[src/rtl/irq_l1_pkg.sv]
package irq_l1_pkg;

    localparam int WORD_BITS = 32;

    typedef logic [WORD_BITS-1:0] word_t;

    typedef enum logic [2:0] {
        RG_STATUS,
        RG_MASK,
        RG_SET,
        RG_CLEAR,
        RG_NONE
    } region_e;

    function automatic region_e region_of(int idx, int words);
        if (idx < words)          return RG_STATUS;
        else if (idx < 2 * words) return RG_MASK;
        else if (idx < 3 * words) return RG_SET;
        else if (idx < 4 * words) return RG_CLEAR;
        else                      return RG_NONE;
    endfunction

    function automatic int group_of(int idx, int words);
        return idx % words;
    endfunction

endpackage

[src/rtl/irq_l1_sync.sv]
module irq_l1_sync #(
    parameter int N = 64
) (
    input  logic         clk,
    input  logic         rst_n,
    input  logic [N-1:0] raw,
    output logic [N-1:0] synced
);

    typedef struct packed {
        logic [N-1:0] s1;
        logic [N-1:0] s2;
    } sync_t;

    sync_t st_d, st_q;

    always_comb begin
        st_d    = st_q;
        st_d.s1 = raw;
        st_d.s2 = st_q.s1;
    end

    always_ff @(posedge clk) begin
        if (!rst_n) begin
            st_q <= '0;
        end else begin
            st_q <= st_d;
        end
    end

    assign synced = st_q.s2;

endmodule

[src/rtl/irq_l1_bank.sv]
module irq_l1_bank
    import irq_l1_pkg::*;
#(
    parameter int WORDS = 2,
    parameter int IDX_W = 3
) (
    input  logic                  clk,
    input  logic                  rst_n,
    input  logic                  sel,
    input  logic                  wr,
    input  logic [IDX_W-1:0]      idx,
    input  word_t                 wdata,
    input  logic [WORDS-1:0][31:0] pending,
    output word_t                 rdata,
    output logic                  irq
);

    typedef struct packed {
        logic [WORDS-1:0][31:0] mask;
        logic                   irq;
    } bank_t;

    bank_t            st_d, st_q;
    region_e          region;
    int               grp;
    logic [WORDS-1:0] set_w;
    logic [WORDS-1:0] clr_w;

    always_comb begin
        region = region_of(int'(idx), WORDS);
        grp    = group_of(int'(idx), WORDS);
        for (int k = 0; k < WORDS; k++) begin
            set_w[k] = sel && wr && (region == RG_SET)   && (grp == k);
            clr_w[k] = sel && wr && (region == RG_CLEAR) && (grp == k);
        end
    end

    // next state: set first, clear applied last so it wins on a shared bit
    always_comb begin
        st_d = st_q;
        for (int k = 0; k < WORDS; k++) begin
            st_d.mask[k] = (st_q.mask[k] | (set_w[k] ? wdata : '0))
                           & ~(clr_w[k] ? wdata : '0);
        end
        st_d.irq = |(pending & ~st_q.mask);
    end

    always_ff @(posedge clk) begin
        if (!rst_n) begin
            st_q.mask <= '1;
            st_q.irq  <= 1'b0;
        end else begin
            st_q <= st_d;
        end
    end

    always_comb begin
        rdata = '0;
        for (int k = 0; k < WORDS; k++) begin
            if (grp == k) begin
                if (region == RG_STATUS) rdata = pending[k];
                if (region == RG_MASK)   rdata = st_q.mask[k];
            end
        end
    end

    assign irq = st_q.irq;

    assert_masked_quiet_R7: assert property (@(posedge clk) disable iff (!rst_n)
        (&st_q.mask) |=> !st_q.irq);

    for (genvar k = 0; k < WORDS; k++) begin : g_chk
        assert_set_masks_R5: assert property (@(posedge clk) disable iff (!rst_n)
            (set_w[k] && !clr_w[k]) |=> ((st_q.mask[k] & $past(wdata)) == $past(wdata)));
        assert_clear_unmasks_R4: assert property (@(posedge clk) disable iff (!rst_n)
            clr_w[k] |=> ((st_q.mask[k] & $past(wdata)) == '0));
        assert_idle_hold_R6: assert property (@(posedge clk) disable iff (!rst_n)
            !(sel && wr) |=> (st_q.mask[k] == $past(st_q.mask[k])));
    end

endmodule

[src/rtl/irq_l1_agg.sv]
module irq_l1_agg
    import irq_l1_pkg::*;
#(
    parameter  int NUM_IRQ = 64,
    parameter  int NUM_CPU = 2,
    localparam int WORDS   = NUM_IRQ / 32,
    localparam int IDX_W   = $clog2(4 * WORDS),
    localparam int ADDR_W  = IDX_W + 2
) (
    input  logic               clk,
    input  logic               rst_n,
    input  logic [NUM_IRQ-1:0] irq_in,
    input  logic [NUM_CPU-1:0] bus_sel,
    input  logic               bus_wr,
    input  logic [ADDR_W-1:0]  bus_addr,
    input  logic [31:0]        bus_wdata,
    output logic [31:0]        bus_rdata,
    output logic [NUM_CPU-1:0] cpu_irq
);

    if (!(NUM_IRQ == 64 || NUM_IRQ == 96 || NUM_IRQ == 128 || NUM_IRQ == 160)) begin : g_bad
        $error("NUM_IRQ must be 64, 96, 128 or 160");
    end

    logic [NUM_IRQ-1:0]     synced;
    logic [WORDS-1:0][31:0] pending;
    word_t                  bank_rd [NUM_CPU];

    irq_l1_sync #(.N(NUM_IRQ)) u_sync (
        .clk    (clk),
        .rst_n  (rst_n),
        .raw    (irq_in),
        .synced (synced)
    );

    assign pending = synced;

    for (genvar c = 0; c < NUM_CPU; c++) begin : g_bank
        irq_l1_bank #(.WORDS(WORDS), .IDX_W(IDX_W)) u_bank (
            .clk     (clk),
            .rst_n   (rst_n),
            .sel     (bus_sel[c]),
            .wr      (bus_wr),
            .idx     (bus_addr[ADDR_W-1:2]),
            .wdata   (bus_wdata),
            .pending (pending),
            .rdata   (bank_rd[c]),
            .irq     (cpu_irq[c])
        );
    end

    always_comb begin
        bus_rdata = '0;
        for (int c = 0; c < NUM_CPU; c++) begin
            if (bus_sel[c]) bus_rdata = bus_rdata | bank_rd[c];
        end
    end

endmodule

[config.mk]
export PLATFORM = sky130hd
export DESIGN_NAME = irq_l1_agg
export DESIGN_NICKNAME = d
export VERILOG_FILES = /design/src/rtl/irq_l1_pkg.sv /design/src/rtl/irq_l1_sync.sv /design/src/rtl/irq_l1_bank.sv /design/src/rtl/irq_l1_agg.sv
export SDC_FILE = /design/constraint.sdc
export NUM_CORES = 1
export LEC_CHECK = 0
export ABC_AREA = 0
export BUFFER_PORTS_ARGS = -buffer_cell sky130_fd_sc_hd__buf_2
export CORE_ASPECT_RATIO = 0.8
export CORE_MARGIN = 2
export CORE_UTILIZATION = 59
export DETAILED_ROUTE_END_ITERATION = 16
export PLACE_DENSITY = 0.79
export SYNTH_ARGS = -nofsm -noshare
export SYNTH_HDL_FRONTEND = slang
export SYNTH_HIERARCHICAL = 1
export SYNTH_SLANG_ARGS = --single-unit
[constraint.sdc]
create_clock -name clk -period 1.8 [get_ports clk]
set_clock_uncertainty 0.1 [all_clocks]
set_input_delay 0.18 -clock clk [delete_from_list [all_inputs] [get_ports clk]]
set_output_delay 0.18 -clock clk [all_outputs]
set_load 0.02 [all_outputs]
==> metrics.md <==
| Metric | Value |
|---|---|
| Pins Over Slew Limit | `0` |
| Die Ht | `132 um` |
| GRT overflow | `0` |
| Ys async rst share | `0%` |
| Via count | `10867` |
| Syn Inst Count | `around 1200` |
| Synth warn | `6` |
| Global-route wire length before repair | `57.3 mm` |
| Worst-skew pair later-pin latency | `530 ps` |
| Gr usage total | `33.9%` |
| Failing checks | `negative setup slack` |
| Largest net degree at the start of global routing | `92` |
| GR met2 Demand/Resource | `a little under three fifths` |
| Critical-path cell with the highest stage delay | `mux4_2` |
| CTS Buf Count | `26` |
| Die width | `164 um` |
| Commonest non-fill, non-tap cell in the layout | `and2_1` |
| IO Port Bufs | `approximately 140` |
| Cell area after synthesis | `12100 sq um` |
| Worst vdd ir | `between 0.7 and 0.8 mV` |
| CTS clk-pin slew, worst paths | `roughly 70 ps` |
| Pleak | `6.67 nW` |
| Switching power | `3.21 mW` |
| Drt wl/cell | `21.0 um` |
| CP Cell Sequence | `buf_6 -> mux4_2 -> nor2b_4 -> a22o_1 -> buf_6` |
| I/O pins | `140` |
| Final Setup Violations | `33` |
| M3 GR Usage | `9.37%` |
| Most used cell, CP | `buf_6` |
| CP peak stage delay | `470 ps` |
| RSZ-0062 raised after global routing | `true` |
| Initial core utilization | `60.5%` |
| Yosys reg bits | `258` |
| Yosys top cell area share | `42.7%` |
| GRT Max-Usage Layer | `met2` |
| Outcome | `finished, violations left` |
| Clock Tree Buf Depth | `3` |
| Layout area overhead | `32.6%` |
| Distinct cells, synth | `30` |
| Period utilization | `123%` |
| Internal power | `10.7 mW` |
| CTS tree | `done` |
| Flop pwr share | `43.0%` |
| Routing usage on met1 | `~42%` |
| Worst Reg-to-Reg Cells | `6` |
| Share of post-route cells with drive strength above 1 | `33.9%` |
| Worst Path Buf+Inv | `2` |
| Worst-Margin Slew | `535 ps` |
| Worst setup EP type | `primary output` |
| Sequential share of the synthesized area | `between 40% and 50%` |
| Gpl congestion | `around 0.99` |
| Slew headroom | `64.4%` |
| Clock sinks | `approximately 260` |
| Root buffer cell | `clkbuf_16` |
| Mapped Avg Cell Area | `9.82 sq um` |
| Via-to-Cell Ratio | `6.05` |
| Total chip power | `approximately 14 mW` |
| Peak Freq | `between 400 and 500 MHz` |
| H-tree depth | `1` |
| WHS Path Cells | `6` |
| Post-layout util | `80.2%` |
| Hold crit path type | `in -> reg` |
| CP top delay family | `multiplexers` |
| Post-DP HPWL | `22.1 mm` |
| Final Net Count | `1620` |
| PnR worst setup slack | `-418 ps` |
| Top cell type by total area after synthesis | `dfxtp_1` |
| CP arrival | `approximately 1900 ps` |
| Most frequent cells in the layout | `and2_1 (229), dfxtp_1 (156), a21oi_1 (128)` |
| Crit path time final | `2220 ps` |
| Cell count along the critical path | `5` |
| DR pass1 iterations | `6` |
| Antenna violations before repair | `2` |
| Max_cap viols | `0` |
| Routed WL | `37.7 mm` |
| Crit-path max FO | `2` |
| Die area | `21600 sq um` |
| Switching part of the total | `23.1%` |
| Ranking of synthesized cells by area | `dfxtp_1 (43%), mux4_2 (12%), and2_1 (12%)` |
| CP Data Required Time | `1520 ps` |
| Vias in the first global route | `10613` |
| Gate power share | `12.0%` |
| Clock power share | `44.9%` |
| PD cells | `869 nW/um^2` |
| Rows | `46` |
| Iteration-0 DRC Markers | `around 1700` |
| Core area | `20000 sq um` |
| Number of synthesized flops with an enable pin | `0` |
| Hold slack | `279 ps` |
| Number of remaining DRC errors | `0` |
| Final Hold Vio Count | `0` |
| Main synth FF type | `dfxtp_1` |
| Detail Route Antenna Nets | `0` |
| CP startpoint kind | `flop` |
| Critical setup path kind | `reg -> out` |
| Syn nets | `1336` |
==> synthesized netlist by cell type (6+ instances only) <==
library cell,instances
mux4_2,64
a221oi_1,12
buf_6,47
o22ai_1,44
nand2b_1,12
o21ai_1,120
a21oi_1,128
buf_2,6
inv_1,116
o21ai_0,8
a22o_1,30
nor2b_1,64
and2_1,229
clkbuf_1,26
and2_2,27
nor4_1,6
dfxtp_1,258
==> final timing paths <==
kind | from | to | slack (ps)
setup / recovery | g_bank[1].u_bank/st_q[56] | bus_rdata[23] | -420
hold / removal | bus_sel[0] | g_bank[0].u_bank/st_q[39] | 280
setup reg to reg | u_sync/synced[58] | g_bank[1].u_bank/irq | -40
hold reg to reg | u_sync/st_d[36] | u_sync/synced[36] | 320
==> final cells by class <==
class / count / area [sq um]
multi-input combinational: 776 / 6040
antenna: 1 / 2.50
sequential: 258 / 5360
timing repair buffer: 336 / 2860
clock inverter: 16 / 298
tap: 264 / 330
clock buffer: 30 / 697
fill: 1145 / 3950
inverter: 116 / 435
==> state kept, by name (all words and copies together) (netlist names) <==
signal,count
u_sync/synced,64
g_bank.u_bank/st_q,128
u_sync/st_d,64
g_bank.u_bank/irq,2
==> tightest hold or removal path, delay by kind of cell <==
family	cells	cell delay, ps
buf+inv	2	320
compound gates	2	230
simple gates	2	140
==> stage by stage <==
stage | worst slack [ps] | cells | instance area (sq um) | TNS [ps]
4_1_cts | -413 | 1791 | 15800 | -10430
3_5_place_dp | -148 | 1588 | 12900 | -3050
5_1_grt | -447 | 1797 | 16000 | -11830
6_report | -418 | 1797 | 16000 | -10620
2_1_floorplan | 97.9 | 1230 | 12100 | 0
3_3_place_gp | -125 | 1588 | 12900 | -2490
==> logic make-up after synthesis <==
| group | after synthesis | share of synthesized area [%] |
|---|---|---|
| AOI/OAI and AO/OA | 350 | 16.5 |
| muxes | 64 | 11.9 |
| DFF | 258 | 42.7 |
| buffers and inverters | 196 | 9.10 |
| and+or+nand+nor | 362 | 19.7 |
==> power by group through the flow <==
stage | logic, mW | clock network, mW | registers, mW
final | 1.68 | 6.26 | 5.99
after global routing | 1.77 | 6.55 | 6.00
after CTS | 1.59 | 6.28 | 5.98
after detailed placement | 1.25 | 0 | 6.13
after global placement | 1.22 | 0 | 6.13
after floorplan | 0.864 | 0 | 6.08
==> what timing repair did <==
| item | 4_1_cts | 5_1_grt |
|---|---|---|
| pin swaps | 33 | 15 |
| endpoints found under the setup margin | 34 | 35 |
| buffers inserted | 56 | 5 |
| hold buffers | 101 | 0 |
| endpoints found under the hold margin | 201 | 0 |
| gates resized for setup | 191 | 45 |
==> routing by layer <==
layer  vias to the layer above  part of all wire [%]
met2                       795                    47
met5                         -                 0.034
met4                         2                   4.4
met3                       161                    12
met1                      5095                    36
li1                       4814                     -
No activity file was read; power rests on OpenSTA's default activity.
